==> src/rtl/burst_dma_pkg.sv <==
package burst_dma_pkg;
  typedef enum logic [1:0] {
    WS_IDLE,
    WS_ADDR,
    WS_DATA,
    WS_RESP
  } wr_state_t;

  typedef enum logic [1:0] {
    RS_IDLE,
    RS_ADDR,
    RS_DATA
  } rd_state_t;

  localparam logic [1:0] BURST_INCR = 2'b01;
  localparam logic [1:0] RESP_OKAY  = 2'b00;
endpackage

==> src/rtl/dma_err_sticky.sv <==
module dma_err_sticky (
  input  logic clk,
  input  logic rst,
  input  logic hit,
  output logic flag
);
  always_ff @(posedge clk) begin
    if (rst)
      flag <= 1'b0;
    else if (hit)
      flag <= 1'b1;
  end
endmodule

==> src/rtl/dma_wr_engine.sv <==
module dma_wr_engine
  import burst_dma_pkg::*;
#(
  parameter int ADDR_W = 32,
  parameter int CNT_W  = 8,
  parameter int DATA_W = 64,
  parameter logic [2:0] SIZE_CODE = 3'd3
) (
  input  logic              clk,
  input  logic              rst,
  input  logic [ADDR_W-1:0] cmd_addr,
  input  logic [CNT_W-1:0]  cmd_count,
  input  logic              cmd_valid,
  output logic              cmd_ready,
  input  logic [DATA_W-1:0] s_data,
  input  logic              s_valid,
  output logic              s_ready,
  output logic [ADDR_W-1:0] awaddr,
  output logic [CNT_W-1:0]  awlen,
  output logic [2:0]        awsize,
  output logic [1:0]        awburst,
  output logic              awvalid,
  input  logic              awready,
  output logic [DATA_W-1:0] wdata,
  output logic [DATA_W/8-1:0] wstrb,
  output logic              wlast,
  output logic              wvalid,
  input  logic              wready,
  input  logic [1:0]        bresp,
  input  logic              bvalid,
  output logic              bready,
  output logic              err
);
  wr_state_t         state;
  logic [ADDR_W-1:0] addr_q;
  logic [CNT_W-1:0]  len_q;
  logic [CNT_W-1:0]  beats_left;
  logic              in_data;

  always_ff @(posedge clk) begin
    if (rst) begin
      state      <= WS_IDLE;
      addr_q     <= '0;
      len_q      <= '0;
      beats_left <= '0;
    end else begin
      case (state)
        WS_IDLE: if (cmd_valid) begin
          addr_q     <= cmd_addr;
          len_q      <= cmd_count;
          beats_left <= cmd_count;
          state      <= WS_ADDR;
        end
        WS_ADDR: if (awready) state <= WS_DATA;
        WS_DATA: if (s_valid && wready) begin
          if (beats_left == '0) state <= WS_RESP;
          else beats_left <= beats_left - 1'b1;
        end
        WS_RESP: if (bvalid) state <= WS_IDLE;
        default: state <= WS_IDLE;
      endcase
    end
  end

  assign in_data   = (state == WS_DATA);
  assign cmd_ready = (state == WS_IDLE);
  assign awaddr    = addr_q;
  assign awlen     = len_q;
  assign awsize    = SIZE_CODE;
  assign awburst   = BURST_INCR;
  assign awvalid   = (state == WS_ADDR);
  assign wdata     = s_data;
  assign wstrb     = '1;
  assign wvalid    = in_data && s_valid;
  assign wlast     = in_data && (beats_left == '0);
  assign s_ready   = in_data && wready;
  assign bready    = (state == WS_RESP);

  dma_err_sticky u_err (
    .clk  (clk),
    .rst  (rst),
    .hit  (bvalid && bready && (bresp != RESP_OKAY)),
    .flag (err)
  );
endmodule

==> src/rtl/dma_rd_engine.sv <==
module dma_rd_engine
  import burst_dma_pkg::*;
#(
  parameter int ADDR_W = 32,
  parameter int CNT_W  = 8,
  parameter int DATA_W = 64,
  parameter logic [2:0] SIZE_CODE = 3'd3
) (
  input  logic              clk,
  input  logic              rst,
  input  logic [ADDR_W-1:0] cmd_addr,
  input  logic [CNT_W-1:0]  cmd_count,
  input  logic              cmd_valid,
  output logic              cmd_ready,
  output logic [DATA_W-1:0] m_data,
  output logic              m_valid,
  input  logic              m_ready,
  output logic [ADDR_W-1:0] araddr,
  output logic [CNT_W-1:0]  arlen,
  output logic [2:0]        arsize,
  output logic [1:0]        arburst,
  output logic              arvalid,
  input  logic              arready,
  input  logic [DATA_W-1:0] rdata,
  input  logic [1:0]        rresp,
  input  logic              rlast,
  input  logic              rvalid,
  output logic              rready,
  output logic              err
);
  rd_state_t         state;
  logic [ADDR_W-1:0] addr_q;
  logic [CNT_W-1:0]  len_q;
  logic              in_data;
  logic              beat_hs;

  assign in_data = (state == RS_DATA);
  assign beat_hs = in_data && rvalid && m_ready;

  always_ff @(posedge clk) begin
    if (rst) begin
      state  <= RS_IDLE;
      addr_q <= '0;
      len_q  <= '0;
    end else begin
      case (state)
        RS_IDLE: if (cmd_valid) begin
          addr_q <= cmd_addr;
          len_q  <= cmd_count;
          state  <= RS_ADDR;
        end
        RS_ADDR: if (arready) state <= RS_DATA;
        RS_DATA: if (beat_hs && rlast) state <= RS_IDLE;
        default: state <= RS_IDLE;
      endcase
    end
  end

  assign cmd_ready = (state == RS_IDLE);
  assign araddr    = addr_q;
  assign arlen     = len_q;
  assign arsize    = SIZE_CODE;
  assign arburst   = BURST_INCR;
  assign arvalid   = (state == RS_ADDR);
  assign m_data    = rdata;
  assign m_valid   = in_data && rvalid;
  assign rready    = in_data && m_ready;

  dma_err_sticky u_err (
    .clk  (clk),
    .rst  (rst),
    .hit  (beat_hs && (rresp != RESP_OKAY)),
    .flag (err)
  );
endmodule

==> src/rtl/burst_dma_master.sv <==
module burst_dma_master #(
  parameter int ADDR_W = 32,
  parameter int CNT_W  = 8,
  parameter int DATA_W = 64
) (
  input  logic              clk,
  input  logic              rst,
  input  logic [ADDR_W-1:0] wr_cmd_addr,
  input  logic [CNT_W-1:0]  wr_cmd_count,
  input  logic              wr_cmd_valid,
  output logic              wr_cmd_ready,
  input  logic [DATA_W-1:0] wr_data,
  input  logic              wr_data_valid,
  output logic              wr_data_ready,
  input  logic [ADDR_W-1:0] rd_cmd_addr,
  input  logic [CNT_W-1:0]  rd_cmd_count,
  input  logic              rd_cmd_valid,
  output logic              rd_cmd_ready,
  output logic [DATA_W-1:0] rd_data,
  output logic              rd_data_valid,
  input  logic              rd_data_ready,
  output logic [ADDR_W-1:0] awaddr,
  output logic [CNT_W-1:0]  awlen,
  output logic [2:0]        awsize,
  output logic [1:0]        awburst,
  output logic              awvalid,
  input  logic              awready,
  output logic [DATA_W-1:0] wdata,
  output logic [DATA_W/8-1:0] wstrb,
  output logic              wlast,
  output logic              wvalid,
  input  logic              wready,
  input  logic [1:0]        bresp,
  input  logic              bvalid,
  output logic              bready,
  output logic [ADDR_W-1:0] araddr,
  output logic [CNT_W-1:0]  arlen,
  output logic [2:0]        arsize,
  output logic [1:0]        arburst,
  output logic              arvalid,
  input  logic              arready,
  input  logic [DATA_W-1:0] rdata,
  input  logic [1:0]        rresp,
  input  logic              rlast,
  input  logic              rvalid,
  output logic              rready,
  output logic              wr_err,
  output logic              rd_err
);
  localparam int         BYTES_PER_BEAT = DATA_W / 8;
  localparam logic [2:0] SIZE_CODE      = 3'($clog2(BYTES_PER_BEAT));

  dma_wr_engine #(
    .ADDR_W(ADDR_W), .CNT_W(CNT_W), .DATA_W(DATA_W), .SIZE_CODE(SIZE_CODE)
  ) u_wr (
    .clk       (clk),
    .rst       (rst),
    .cmd_addr  (wr_cmd_addr),
    .cmd_count (wr_cmd_count),
    .cmd_valid (wr_cmd_valid),
    .cmd_ready (wr_cmd_ready),
    .s_data    (wr_data),
    .s_valid   (wr_data_valid),
    .s_ready   (wr_data_ready),
    .awaddr    (awaddr),
    .awlen     (awlen),
    .awsize    (awsize),
    .awburst   (awburst),
    .awvalid   (awvalid),
    .awready   (awready),
    .wdata     (wdata),
    .wstrb     (wstrb),
    .wlast     (wlast),
    .wvalid    (wvalid),
    .wready    (wready),
    .bresp     (bresp),
    .bvalid    (bvalid),
    .bready    (bready),
    .err       (wr_err)
  );

  dma_rd_engine #(
    .ADDR_W(ADDR_W), .CNT_W(CNT_W), .DATA_W(DATA_W), .SIZE_CODE(SIZE_CODE)
  ) u_rd (
    .clk       (clk),
    .rst       (rst),
    .cmd_addr  (rd_cmd_addr),
    .cmd_count (rd_cmd_count),
    .cmd_valid (rd_cmd_valid),
    .cmd_ready (rd_cmd_ready),
    .m_data    (rd_data),
    .m_valid   (rd_data_valid),
    .m_ready   (rd_data_ready),
    .araddr    (araddr),
    .arlen     (arlen),
    .arsize    (arsize),
    .arburst   (arburst),
    .arvalid   (arvalid),
    .arready   (arready),
    .rdata     (rdata),
    .rresp     (rresp),
    .rlast     (rlast),
    .rvalid    (rvalid),
    .rready    (rready),
    .err       (rd_err)
  );
endmodule

==> config.mk <==
export PLATFORM = sky130hd
export DESIGN_NAME = burst_dma_master
export DESIGN_NICKNAME = d
export VERILOG_FILES = /design/src/rtl/burst_dma_pkg.sv /design/src/rtl/dma_err_sticky.sv /design/src/rtl/dma_wr_engine.sv /design/src/rtl/dma_rd_engine.sv /design/src/rtl/burst_dma_master.sv
export SDC_FILE = /design/constraint.sdc
export NUM_CORES = 1
export LEC_CHECK = 0
export ABC_CLOCK_PERIOD_IN_PS = 4700
export BUFFER_PORTS_ARGS = -buffer_cell sky130_fd_sc_hd__clkbuf_2
export CORE_AREA = 4 4 176 178
export DETAILED_ROUTE_END_ITERATION = 16
export DIE_AREA = 0 0 180 182
export PLACE_DENSITY = 0.4
export SLEW_MARGIN = 20
export SYNTH_ARGS = -nofsm -noshare
export SYNTH_HDL_FRONTEND = slang
export SYNTH_SLANG_ARGS = --single-unit
==> constraint.sdc <==
create_clock -name clk -period 4.7 [get_ports clk]
set_input_delay 0.47 -clock clk [delete_from_list [all_inputs] [get_ports clk]]
set_output_delay 0.47 -clock clk [all_outputs]
set_load 0.1 [all_outputs]
# Word-level counts from Yosys, hierarchy flattened
# Cells that the tools add are included.
# W data, S select, Z words.
# word_totals
input_bits	224
regBits	94
# op_classes
n_eq_ne	14
muxes	14
addsub	1
reduce_logical	22
# op_table
operator	n
$mux W8	3
$mux W2	8
$pmux W8 S2	1
$ne A2 B2 Y1 const B	7
$logic_and A1 B1 Y1	11
$logic_not A8 Y1	1
$pmux W2 S4	1
$sub A8 B1 Y8 const B	1
$eq A2 B2 Y1 const B	3
$pmux W2 S3	1
$reduce_bool A2 Y1	3
$reduce_and A5 Y1	1
$eq A2 B1 Y1 const B	2
$logic_not A2 Y1	2
$ne A2 B1 Y1 const B	2
$reduce_and A2 Y1	2
$reduce_and A4 Y1	1
$reduce_and A3 Y1	1

# Longest topological paths before layout
# logic_depth
word_depth	6
ltp_mapped	8
depth_no_buf	7

# By module
# From an unflattened synthesis, not the netlist that was laid out.
# unflattened
hier_cells	612
area_unflattened_um2	5263.8
# by_module_without_submodules
mod	instances	area_per_inst_um2	seq_area_each_um2	cells_each
dma_wr_engine	1	2715.1	1001.0	348
dma_rd_engine	1	2488.6	840.8	260
dma_err_sticky	2	30.0	20.0	2

# Worst setup path after synthesis
# Ideal clock, no wire load.
# synth_path
path_kind	register to register
startpoint	reg u_rd.state[1]
endpoint	reg u_rd.addr_q[10], in the netlist u_rd.araddr[10]
stages_incl_launch_ff	6
t_arrival_ns	2.327
n_path_buf	1
setup_slack_ns	2.241
setup_ns	0.132
period_less_slack_ns	2.459
cell_sequence	dfxtp_1 nor2_1 nand2_1 clkbuf_1 nand2_1 a21oi_1
# synth_between
elab_chain_cells	2
# synth_lines
item	line_no	rtl
from (decl)	dma_rd_engine.sv:31	rd_state_t state;
from (signal assigned)	dma_rd_engine.sv:42	state <= RS_IDLE;
from (signal assigned)	dma_rd_engine.sv:50	state <= RS_ADDR;
from (signal assigned)	dma_rd_engine.sv:52	RS_ADDR: if (arready) state <= RS_DATA;
$logic_not A2 Y1	n/a	
net rd_cmd_ready	burst_dma_master.sv:18	output logic rd_cmd_ready,
$reduce_and A2 Y1 (no source line)	n/a	
to (signal assigned)	dma_rd_engine.sv:48	addr_q <= cmd_addr;
to (decl)	dma_rd_engine.sv:32	logic [ADDR_W-1:0] addr_q;
# The timed path passes the listed nets, and every way through them passes these cells.
# A chain may end at the register's enable or synchronous reset.

# Final worst setup path
# layout_path
startpoint	reg u_wr.state[0]
endpoint	out wlast
# layout_between
elab_chain_cells	2
# layout_lines
item	line_no	rtl
from (decl)	dma_wr_engine.sv:34	wr_state_t state;
from (signal assigned)	dma_wr_engine.sv:42	state <= WS_IDLE;
from (signal assigned)	dma_wr_engine.sv:52	state <= WS_ADDR;
from (signal assigned)	dma_wr_engine.sv:54	WS_ADDR: if (awready) state <= WS_DATA;
$eq A2 B2 Y1	dma_wr_engine.sv:65	assign in_data = (state == WS_DATA);
$logic_and A1 B1 Y1	dma_wr_engine.sv:75	assign wlast = in_data && (beats_left == '0);
to (decl)	burst_dma_master.sv:30	output logic wlast,
# No other way between the ends.

==> summary.txt <==
Synth
  – Asr flop ratio synth: 0%
  – Top area cells in the synthesized netlist: dfxtp_1 (39%), buf_4 (23%), nand2_1 (13%)
  – Number of distinct library cells after synthesis: 42
  – Avg Inst Size Synth: 7.72 um^2
  – Warnings from Yosys: 0
  – #FFs+latches synth: 94
  – Synthesized area: 4780 um^2
  – Synth Flop Type: dfxtp_1
  – Cell count after synthesis: 620
  – Leading area contributor after synthesis: dfxtp_1
  – Top cell type's share of synthesized area: 39.3%
  – Post-synth EDFFs: 0
  – Synth cell count leaders: nand2_1 (171), buf_4 (146), dfxtp_1 (94)
  – Count leader, synth: nand2_1
  – Sequential share of the synthesized area: 39.3%

Critical path
  – Worst Path Class, Setup: reg2out
  – Worst Path Required: 4.23 ns
  – Largest stage delay, worst path: 0.58 ns
  – Crit-path slowest cell: ha_1
  – CP arrival: 2.28 ns
  – Startpoint Class: flop
  – Crit path max fanout: 19
  – R2r setup slk: 2.62 ns
  – CP Capture Type: output port
  – CP cell instances: inv_1, ha_1, nand3_2, clkinv_2, clkbuf_2

Floorplanning
  – Initial Util: 16.3%
  – Full die area: 32800 um^2
  – Row count: 63
  – Die Height: 182 um
  – I/O pins: 462
  – Die W: 180 um
  – Core region area: 29400 um^2

Detailed routing
  – WL met1: 6.19 mm
  – Wirelength per Cell: 14.1 um
  – Met2 WL: 6.42 mm
  – Final wirelength: 14.8 mm
  – Remaining antenna violation count after routing: 0
  – First drt pass iteration count: 6
  – Via/cell ratio: 3.73
  – Routed vias: 3936
  – First-iteration detailed-routing DRC count: 97
  – Met3 wire length: 1.48 mm
  – Max Used Layer: met4
  – Residual DRC: 0

Layout
  – Register area: 1880 um^2
  – Nets@finish: 889
  – N_diodes: 0
  – Post-Layout Cell Count: 1054
  – Multi-input combinational cell area: 1690 um^2
  – Fill cell count: 3389
  – Syn-to-layout area delta: 12.1%
  – Share of cells above drive strength 1: 32.1%

CTS
  – Clock sinks: 94
  – Hold-fix buffers at CTS: 0
  – CTS tree: built
  – Setup Fix Bufs, Post-CTS: 0
  – Num CTS Buffers: 9
  – Clock latency on the worst-skew pair: 0.35 ns
  – Clock Tree Root: clkbuf_16
  – Clk buf depth: 2
  – H-tree levels: 3
  – Clock slew at reported path FFs: 0.08 ns
  – CTS resizes: 0

STA
  – Fmax: 0.364 GHz
  – Tightest Pin Transition: 0.899 ns
  – Clock Skews: 0.0118 ns
  – Post-Route Setup TNS: 0 ns
  – Slew headroom: 39.9%
  – Minimum clock period: 2.75 ns
  – Final Cycle Share: 58.5%
  – RSZ-0062 raised after global routing: no
  – Slew Viols, Final: 0
  – Final Hold Viols: 0
  – # setup viols final: 0

Global route
  – Initial antenna violation count: 0
  – Vias in the first global route: 3901
  – GR Util All Layers: 8.73%
  – Largest net degree at the start of global routing: 60
  – First-pass GRT wire length: 22.4 mm
  – Total gr overflow: 0

Placed design
  – HPWL Detailed: 10.9 mm
  – Placed cells: 1038
  – Routability Congestion: 0.781
  – Port bufs: 187

Run status
  – Status: finished, final reports clean

Pwr
  – Worst VDD drop: 0.209 mV
  – PwrDens: 585 nW/um^2
  – Leakage: 2.36 nW

Flow run
  – Max-cap violations: 0

Hold path
  – Worst Hold Class: in2reg
-- report_power, final --
group / switching [mW] / internal [mW] / leakage, nW
clock network: 0.341 / 0.390 / 0.131
logic: 1.15 / 0.271 / 1.46
registers: 0.0788 / 0.905 / 0.772
total: 1.57 / 1.57 / 2.36
-- routing by layer --
layer  vias up  GRT usage, %
met5         -             0
met4         0          5.09
met3        59          4.09
met2       220          13.4
met1      1743          9.93
li1       1914             -
-- through the flow --
| stage | utilization [%] | area [um^2] | total power, mW | hold slack (ns) | setup slack [ns] |
|---|---|---|---|---|---|
| finish | 18.2 | 5360 | 3.14 | 0.332 | 1.95 |
| global route | 18.2 | 5360 | 3.32 | 0.315 | 1.71 |
| CTS | 18.2 | 5360 | 3.20 | 0.304 | 1.93 |
| detailed placement | 17.3 | 5070 | 2.44 | 0.442 | 2.34 |
| global placement | 17.3 | 5070 | 2.45 | 0.438 | 2.36 |
| floorplan | - | 4840 | 2.69 | 0.471 | 2.24 |
-- worst max-delay path: cells and delay by family (launching register included) --
kind	cells	cell delay, ns
DFF	1	0.33
adders and majority gates	1	0.58
and+or+nand+nor	1	0.28
buffers and inverters	3	0.73
-- state kept, by name, indices dropped and copies added, names as in the netlist --
| signal | cells |
|---|---|
| u_rd.araddr | 32 |
| u_rd.arlen | 8 |
| u_rd.state | 2 |
| u_rd.u_err.flag | 1 |
| u_wr.awaddr | 32 |
| u_wr.awlen | 8 |
| u_wr.beats_left | 8 |
| u_wr.state | 2 |
| u_wr.u_err.flag | 1 |
-- layout make-up --
type | instances | area share (%)
Inverter | 14 | 1.00
Multi-Input combinational cell | 350 | 31.5
Clock buffer | 12 | 4.79
Clock inverter | 4 | 0.584
Sequential cell | 94 | 35.1
Timing Repair Buffer | 190 | 17.9
Tap cell | 390 | 9.10
-- cell usage in the layout (no fill, tap or decap), drive strengths merged, types with 2 or more instances in the layout --
master    netlist  final
a22oi           3      3
nor3            4      4
o211ai          3      3
nand4           2      2
conb            2     18
nand3           8      8
clkinv          1      2
a21oi          90     90
buf           155      4
nor2            7      7
nand2         172    172
ha              6      6
dfxtp          94     94
clkbuf         23    198
o32ai           2      2
o21ai           3      3
inv            13     13
o31ai           4      4
nor2b           3      3
and2            6      6
nand2b          2      2
clkinvlp        0      3
-- final timing paths --
path                                            to       startpoint  depth (start not counted)
worst min register to register     u_wr.u_err.flag  u_wr.u_err.flag                          2
worst min-delay path                u_rd.araddr[5]   rd_cmd_addr[5]                          3
worst max register to register  u_wr.beats_left[5]    u_wr.state[0]                          6
worst max-delay path                         wlast    u_wr.state[0]                          5
-- logic make-up after synthesis --
kind of cell | count (synthesis) | share of synthesized area [%]
AOI/OAI and AO/OA | 116 | 13.7
adders and majority gates | 6 | 1.57
buffers and inverters | 192 | 26.7
DFF | 94 | 39.3
muxes | 2 | 0.445
other | 2 | 0.157
and+or+nand+nor | 208 | 18.1
(Power assumes the default switching activity.)
